--- src/rtl/eadm_pkg.sv ---
package eadm_pkg;
    localparam int ADDR_W        = 48;
    localparam int DA_BYTES      = 6;
    localparam int LONG_DEADLINE = 64;
    localparam int RUNT_DEADLINE = 8;
    localparam int CNT_W         = $clog2(LONG_DEADLINE + 1);

    typedef enum logic [2:0] {
        ST_IDLE,
        ST_ARM,
        ST_COLLECT,
        ST_DECIDE,
        ST_PULSE,
        ST_DONE
    } ctrl_state_t;
endpackage

--- src/rtl/eadm_tap_sync.sv ---
module eadm_tap_sync #(
    parameter int WIDTH  = 8,
    parameter int STAGES = 2
) (
    input  logic             clk,
    input  logic             rst_n,
    input  logic [WIDTH-1:0] d,
    output logic [WIDTH-1:0] q
);
    logic [STAGES-1:0][WIDTH-1:0] pipe;

    always_ff @(posedge clk or negedge rst_n) begin
        if (!rst_n) begin
            pipe <= '0;
        end else begin
            pipe[0] <= d;
            for (int i = 1; i < STAGES; i++) begin
                pipe[i] <= pipe[i-1];
            end
        end
    end

    assign q = pipe[STAGES-1];
endmodule

--- src/rtl/eadm_byte_asm.sv ---
module eadm_byte_asm
    import eadm_pkg::*;
(
    input  logic              clk,
    input  logic              rst_n,
    input  logic              enable,
    input  logic              mii_mode,
    input  logic              tick,
    input  logic              bit_in,
    input  logic [3:0]        nib_in,
    input  logic              byte_edge,
    output logic [CNT_W-1:0]  byte_cnt,
    output logic              da_done,
    output logic [ADDR_W-1:0] dest_q
);
    localparam int ACC_W = (DA_BYTES - 1) * 8;

    logic [7:0]       sh;
    logic [ACC_W-1:0] acc;

    always_ff @(posedge clk or negedge rst_n) begin
        if (!rst_n) begin
            sh       <= '0;
            acc      <= '0;
            byte_cnt <= '0;
            da_done  <= 1'b0;
            dest_q   <= '0;
        end else begin
            da_done <= 1'b0;
            if (!enable) begin
                sh       <= '0;
                acc      <= '0;
                byte_cnt <= '0;
            end else begin
                if (tick) begin
                    // first arrival ends up in the low end of the byte
                    if (mii_mode) sh <= {nib_in, sh[7:4]};
                    else          sh <= {bit_in, sh[7:1]};
                end
                if (byte_edge) begin
                    acc <= {acc[ACC_W-9:0], sh};
                    if (byte_cnt == CNT_W'(DA_BYTES - 1)) begin
                        dest_q  <= {acc, sh};
                        da_done <= 1'b1;
                    end
                    if (byte_cnt != CNT_W'(LONG_DEADLINE)) begin
                        byte_cnt <= byte_cnt + 1'b1;
                    end
                end
            end
        end
    end

    AST_DEST_HELD_OFF: assert property (@(posedge clk) disable iff (!rst_n)
        !enable |=> $stable(dest_q));
endmodule

--- src/rtl/eadm_addr_table.sv ---
module eadm_addr_table
    import eadm_pkg::*;
#(
    parameter int NUM_ENTRIES = 4,
    parameter int IDX_W       = $clog2(NUM_ENTRIES)
) (
    input  logic              clk,
    input  logic              rst_n,
    input  logic              wr_en,
    input  logic [IDX_W-1:0]  wr_idx,
    input  logic [ADDR_W-1:0] wr_addr,
    input  logic              wr_valid,
    input  logic [ADDR_W-1:0] key,
    output logic              hit
);
    logic [NUM_ENTRIES-1:0] match;

    for (genvar g = 0; g < NUM_ENTRIES; g++) begin : g_entry
        logic [ADDR_W-1:0] ent_addr;
        logic              ent_valid;

        always_ff @(posedge clk or negedge rst_n) begin
            if (!rst_n) begin
                ent_addr  <= '0;
                ent_valid <= 1'b0;
            end else if (wr_en && (wr_idx == IDX_W'(g))) begin
                ent_addr  <= wr_addr;
                ent_valid <= wr_valid;
            end
        end

        assign match[g] = ent_valid && (ent_addr == key);
    end

    assign hit = |match;
endmodule

--- src/rtl/eadm_ctrl.sv ---
module eadm_ctrl
    import eadm_pkg::*;
#(
    parameter int PULSE_CYCLES = 28
) (
    input  logic             clk,
    input  logic             rst_n,
    input  logic             rx_active,
    input  logic             strobe_rise,
    input  logic             da_done,
    input  logic             hit,
    input  logic             runt_ok,
    input  logic [CNT_W-1:0] byte_cnt,
    output logic             enable,
    output logic             reject_n
);
    localparam int PW = $clog2(PULSE_CYCLES + 1);
    localparam int LW = $clog2(PULSE_CYCLES + 2);

    ctrl_state_t state, state_nx;
    logic [PW-1:0] pulse_cnt;

    always_comb begin
        state_nx = state;
        unique case (state)
            ST_IDLE:    if (rx_active) state_nx = ST_ARM;
            ST_ARM: begin
                if (!rx_active)       state_nx = ST_IDLE;
                else if (strobe_rise) state_nx = ST_COLLECT;
            end
            ST_COLLECT: begin
                if (!rx_active)   state_nx = ST_IDLE;
                else if (da_done) state_nx = ST_DECIDE;
            end
            ST_DECIDE:  state_nx = hit ? ST_DONE : ST_PULSE;
            ST_PULSE:   if (pulse_cnt == PW'(PULSE_CYCLES - 1)) state_nx = ST_DONE;
            ST_DONE:    if (!rx_active) state_nx = ST_IDLE;
            default:    state_nx = ST_IDLE;
        endcase
    end

    always_ff @(posedge clk or negedge rst_n) begin
        if (!rst_n) state <= ST_IDLE;
        else        state <= state_nx;
    end

    always_ff @(posedge clk or negedge rst_n) begin
        if (!rst_n) begin
            reject_n  <= 1'b1;
            pulse_cnt <= '0;
        end else begin
            reject_n  <= (state_nx != ST_PULSE);
            pulse_cnt <= (state == ST_PULSE) ? pulse_cnt + 1'b1 : '0;
        end
    end

    assign enable = (state == ST_COLLECT) || (state == ST_DECIDE) ||
                    (state == ST_PULSE)   || (state == ST_DONE);

    // measures the low run of reject_n independently of pulse_cnt
    logic [LW-1:0] low_len;
    always_ff @(posedge clk or negedge rst_n) begin
        if (!rst_n)                          low_len <= '0;
        else if (reject_n)                   low_len <= '0;
        else if (low_len != LW'(PULSE_CYCLES + 1)) low_len <= low_len + 1'b1;
    end

    AST_PULSE_WIDTH: assert property (@(posedge clk) disable iff (!rst_n)
        $rose(reject_n) |-> (low_len == LW'(PULSE_CYCLES)));
    AST_NO_EARLY_REJECT: assert property (@(posedge clk) disable iff (!rst_n)
        $fell(reject_n) |-> (byte_cnt >= CNT_W'(DA_BYTES)));
    AST_DEADLINE: assert property (@(posedge clk) disable iff (!rst_n)
        $fell(reject_n) |-> (byte_cnt < (runt_ok ? CNT_W'(RUNT_DEADLINE)
                                                 : CNT_W'(LONG_DEADLINE))));
    AST_HIT_KEEPS_HIGH: assert property (@(posedge clk) disable iff (!rst_n)
        (state == ST_DECIDE && hit) |=> reject_n);
endmodule

--- src/rtl/ext_addr_matcher.sv ---
module ext_addr_matcher
    import eadm_pkg::*;
#(
    parameter int NUM_ENTRIES   = 4,
    parameter int IDX_W         = $clog2(NUM_ENTRIES),
    parameter int SYNC_STAGES   = 2,
    parameter int CLK_PERIOD_PS = 4000,
    parameter int MIN_LOW_PS    = 110000
) (
    input  logic              clk,
    input  logic              rst_n,
    input  logic              mii_mode,
    input  logic              runt_ok,
    input  logic              tap_clk,
    input  logic              tap_bit,
    input  logic [3:0]        tap_nib,
    input  logic              byte_strobe,
    input  logic              rx_active,
    input  logic              tbl_we,
    input  logic [IDX_W-1:0]  tbl_idx,
    input  logic [47:0]       tbl_addr,
    input  logic              tbl_valid,
    output logic              reject_n,
    output logic [47:0]       dest_addr
);
    localparam int PULSE_CYCLES = (MIN_LOW_PS + CLK_PERIOD_PS - 1) / CLK_PERIOD_PS;
    localparam int TAP_W        = 8;

    logic [TAP_W-1:0] tap_raw, tap_s;
    logic tclk_s, tbit_s, str_s, act_s;
    logic [3:0] tnib_s;
    logic tclk_p, str_p;
    logic tick, byte_edge, strobe_rise;
    logic enable, da_done, hit;
    logic [CNT_W-1:0] byte_cnt;

    assign tap_raw = {tap_clk, tap_bit, tap_nib, byte_strobe, rx_active};

    eadm_tap_sync #(.WIDTH(TAP_W), .STAGES(SYNC_STAGES)) u_sync (
        .clk  (clk),
        .rst_n(rst_n),
        .d    (tap_raw),
        .q    (tap_s)
    );

    assign {tclk_s, tbit_s, tnib_s, str_s, act_s} = tap_s;

    always_ff @(posedge clk or negedge rst_n) begin
        if (!rst_n) begin
            tclk_p <= 1'b0;
            str_p  <= 1'b0;
        end else begin
            tclk_p <= tclk_s;
            str_p  <= str_s;
        end
    end

    assign tick        = tclk_s & ~tclk_p;
    assign byte_edge   = str_s ^ str_p;
    assign strobe_rise = str_s & ~str_p;

    eadm_byte_asm u_asm (
        .clk      (clk),
        .rst_n    (rst_n),
        .enable   (enable),
        .mii_mode (mii_mode),
        .tick     (tick),
        .bit_in   (tbit_s),
        .nib_in   (tnib_s),
        .byte_edge(byte_edge),
        .byte_cnt (byte_cnt),
        .da_done  (da_done),
        .dest_q   (dest_addr)
    );

    eadm_addr_table #(.NUM_ENTRIES(NUM_ENTRIES), .IDX_W(IDX_W)) u_table (
        .clk     (clk),
        .rst_n   (rst_n),
        .wr_en   (tbl_we),
        .wr_idx  (tbl_idx),
        .wr_addr (tbl_addr),
        .wr_valid(tbl_valid),
        .key     (dest_addr),
        .hit     (hit)
    );

    eadm_ctrl #(.PULSE_CYCLES(PULSE_CYCLES)) u_ctrl (
        .clk        (clk),
        .rst_n      (rst_n),
        .rx_active  (act_s),
        .strobe_rise(strobe_rise),
        .da_done    (da_done),
        .hit        (hit),
        .runt_ok    (runt_ok),
        .byte_cnt   (byte_cnt),
        .enable     (enable),
        .reject_n   (reject_n)
    );
endmodule

--- config.mk ---
export PLATFORM = sky130hd
export DESIGN_NAME = ext_addr_matcher
export DESIGN_NICKNAME = d
export VERILOG_FILES = /design/src/rtl/eadm_pkg.sv /design/src/rtl/eadm_tap_sync.sv /design/src/rtl/eadm_byte_asm.sv /design/src/rtl/eadm_addr_table.sv /design/src/rtl/eadm_ctrl.sv /design/src/rtl/ext_addr_matcher.sv
export SDC_FILE = /design/constraint.sdc
export NUM_CORES = 1
export LEC_CHECK = 0
export ABC_CLOCK_PERIOD_IN_PS = 4700
export BUFFER_PORTS_ARGS = -buffer_cell sky130_fd_sc_hd__buf_4
export CAP_MARGIN = 20
export CORE_UTILIZATION = 30
export DETAILED_ROUTE_END_ITERATION = 16
export PLACE_DENSITY = 0.54
export SLEW_MARGIN = 10
export SYNTH_ARGS = -nofsm -noshare
export SYNTH_HDL_FRONTEND = slang
export SYNTH_SLANG_ARGS = --single-unit
--- constraint.sdc ---
create_clock -name clk -period 4.7 [get_ports clk]
set_clock_uncertainty 0.1 [all_clocks]
set_input_delay 0.705 -clock clk [delete_from_list [all_inputs] [get_ports clk]]
set_output_delay 0.705 -clock clk [all_outputs]
set_load 0.01 [all_outputs]
==> results_dict.tcl <==
set metrics [dict create \
    place_hpwl_mm 30.02 \
    critPathLaunchType "flop" \
    crit_fanout 6 \
    clk_pin_slew_worst_paths_ps 60 \
    cp-end-kind "flop" \
    dr.pass1.iters 5 \
    rsz0062_at_grt "false" \
    yosysWarnings 0 \
    relSlewSlack 0.3779 \
    drc 0 \
    cts_buffers 38 \
    report.final.slew_viol_count 0 \
    dpl_cell_area_um2 16080 \
    path_common_cell "nor4_1" \
    clkPwrFrac 0.416 \
    area_delta_synth_final_pct 18.36 \
    finalSetupViolCount 0 \
    synth_cell_types 41 \
    synth_area_leader_cell "dfrtp_1" \
    ir_drop_mv 0.1721 \
    clk_path_buf_depth 3 \
    wl_per_cell_um 22.69 \
    numClockSinks 327 \
    final.min_clock_period_ps 2659 \
    cts_root_buf "clkbuf_16" \
    fmax_mhz 376.1 \
    pin_count 113 \
    final_hold_viol_count 0 \
    p_sw_mw 1.913 \
    drive_gt1_frac 0.3558 \
    drv_cap 0 \
    gr-total-overflow 0 \
    nets 1258 \
    drt-total-wl_mm 41.60 \
    status "complete, no violations" \
    crit_arrival_ps 3010 \
    cts_setup_buffers 0 \
    fin_area_um2 17420 \
    core-area_um2 48050 \
    internal-power_mw 5.580 \
    ys_ff_latch 327 \
    die_y_um 223.5 \
    cts_resized 0 \
    netlist_top_cells_area "dfrtp_1 55%, mux2_2 18%, xor2_1 10%, mux2i_1 3.3%, nor4_1 1.8%" \
    crit_required_ps 5050 \
    syn_area_um2 14720 \
    clock_latency_ps 530 \
    synth_flop_cell "dfrtp_1" \
    syn_inst 1107 \
    cp_slowest_cell "nor4_1" \
    syn_area_per_cell_um2 13.29 \
    grt_pass1_wl_mm 61.78 \
    path_class "flop to flop" \
    start_util 0.3063 \
    viasPerCell 4.800 \
    first_global_vias 9169 \
    cts_tree "built" \
    postRouteAntennaNets 0 \
    async_flop_share 1.000 \
    cp_top_family "simple AND/OR/NAND/NOR gates" \
    switching_share 0.2553 \
    ys_seq_area_frac 0.5562 \
    vias 8798 \
    combPwrFrac 0.133 \
    path_cells "xor2_1, nor4_1, nand4_1, nor4_1, o41ai_1, a21oi_1" \
    max_slew.worst_pin.slew_ps 932.0 \
    port_buffers 111 \
    postCtsHoldBufs 0 \
    setup_tns_ps 0 \
    grt_max_degree 98 \
    syn-num-nets 1177 \
    seqPwrFrac 0.451 \
    gp_congestion 0.8299 \
    die_w_um 223.5 \
    synth_top_area_frac 0.5544 \
    leakagePower_nw 8.145 \
    track_usage 0.1692 \
    cts_max_level 2 \
    path_buf_inv 0 \
    die_area_um2 49940 \
    hold_path_class "input port to asynchronous set/reset pin" \
    synth_edf_count 0 \
    power_density_nw_per_um2 430.2 \
    period_share 0.5657 \
    rows 80 \
    max_stage_delay_ps 700 \
    first_iter_violations 553 \
    antenna_found_initial 3 \
]
-- cell families (layout without fill, tap and decap cells) --
kind of cell / Yosys count / in the layout / synth area share
AOI/OAI and AO/OA: 34 / 34 / 0.01488
xor gates and xnor gates: 192 / 192 / 0.1143
adders and majority gates: 6 / 6 / 0.005101
buffers and inverters: 94 / 204 / 0.02772
DFF: 327 / 327 / 0.5562
muxes: 287 / 287 / 0.2155
other: 0 / 1 / 0
and+or+nand+nor: 167 / 167 / 0.06632
-- stage by stage --
stage / worst slack (ps) / hold WS [ps] / power, mW / util / std cells
2_1_floorplan: 2468 / 231.2 / 4.031 / - / 1107
6_report: 2041 / 133.9 / 7.493 / 0.3625 / 1833
3_5_place_dp: 2027 / 236.4 / 4.431 / 0.3346 / 1763
3_3_place_gp: 2021 / 234.1 / 4.398 / 0.3346 / 1763
4_1_cts: 1995 / 146.5 / 7.571 / 0.3624 / 1832
5_1_grt: 2008 / 148.7 / 7.817 / 0.3624 / 1832
-- state kept, by name, indices dropped and copies added (netlist names) --
register                   cells
u_asm.dest_q                  48
u_asm.acc                     40
tclk_p                         1
u_asm.sh                       8
u_asm.da_done                  1
u_sync.q                       8
u_sync.pipe                    8
u_ctrl.pulse_cnt               5
u_asm.byte_cnt                 7
str_p                          1
u_table.g_entry.ent_valid      4
u_ctrl.reject_n                1
u_table.g_entry.ent_addr     192
u_ctrl.state                   3
-- final timing paths --
| kind | depth (start not counted) | startpoint | slack, ps | end |
|---|---|---|---|---|
| min in group clk | 1 | tap_nib[3] | 170 | u_sync.pipe[5] |
| max in group asynchronous | 2 | rst_n | 3300 | u_asm.byte_cnt[1] |
| min reg2reg | 0 | u_sync.pipe[3] | 250 | u_sync.q[3] |
| max reg2reg | 6 | u_asm.dest_q[30] | 2040 | u_ctrl.state[0] |
| min | 1 | rst_n | 130 | u_table.g_entry[0].ent_addr[39] |
| max | 6 | u_asm.dest_q[30] | 2040 | u_ctrl.state[0] |
-- power by group through the flow --
stage | logic [mW] | registers, mW | clock network (mW)
floorplan | 0.656 | 3.38 | 0
global placement | 0.984 | 3.41 | 0
detailed placement | 0.999 | 3.43 | 0
CTS | 1.00 | 3.38 | 3.18
global route | 1.08 | 3.42 | 3.31
finish | 0.996 | 3.38 | 3.11
-- per-layer routing --
| layer | global-route usage | vias to the layer above | share of wire |
|---|---|---|---|
| met1 | 0.2355 | 4562 | 0.47 |
| met4 | 0.04728 | 0 | 0.022 |
| met2 | 0.2668 | 195 | 0.46 |
| met5 | 0 | - | 0 |
| met3 | 0.03319 | 53 | 0.052 |
| li1 | - | 3988 | - |
-- Yosys cell counts (6+ instances only) --
master / instances
inv_1: 12
xor2_1: 170
nand2_1: 23
nor2_1: 8
nor2b_1: 41
mux2_2: 235
buf_2: 14
nand2b_1: 7
ha_1: 6
dfrtp_1: 326
o21ai_0: 19
nor4_1: 43
buf_1: 15
xnor2_1: 22
mux2i_1: 48
clkbuf_1: 48
nand3_1: 12
nand4_1: 13
-- cells in the final DEF (no fill, tap or decap), types with 2 or more instances in the layout --
cell and count:
clkinv_2 13, dfrtp_1 326, clkbuf_8 8, nand3b_1 2, ha_1 5, nand4_1 13, nand2_1 23, mux2_2 235
nor3_1 5, nor4_1 43, or3_1 2, nor2_1 8, and2_1 4, a21oi_1 4, a222oi_1 2, mux2i_1 48
xor2_1 170, mux2_1 4, inv_1 12, o21ai_0 19, nand4b_1 2, buf_4 121, xnor2_1 22, nand2b_1 7
bufinv_16 4, nand3_1 11, clkbuf_1 2, nor2b_1 41, clkbuf_16 41, o221a_2 2
-- layout make-up --
class                   instances  area (um^2)
diodes                          1        2.502
clock buffers                  51         1144
clock inverters                18        192.7
fillers                      4673        30630
inverters                      12        45.04
multi-input cells             686         6136
flip-flops and latches        327         8184
well taps                     615        769.5
repair buffers                123        943.4
No activity file was read; power rests on OpenSTA's default activity.
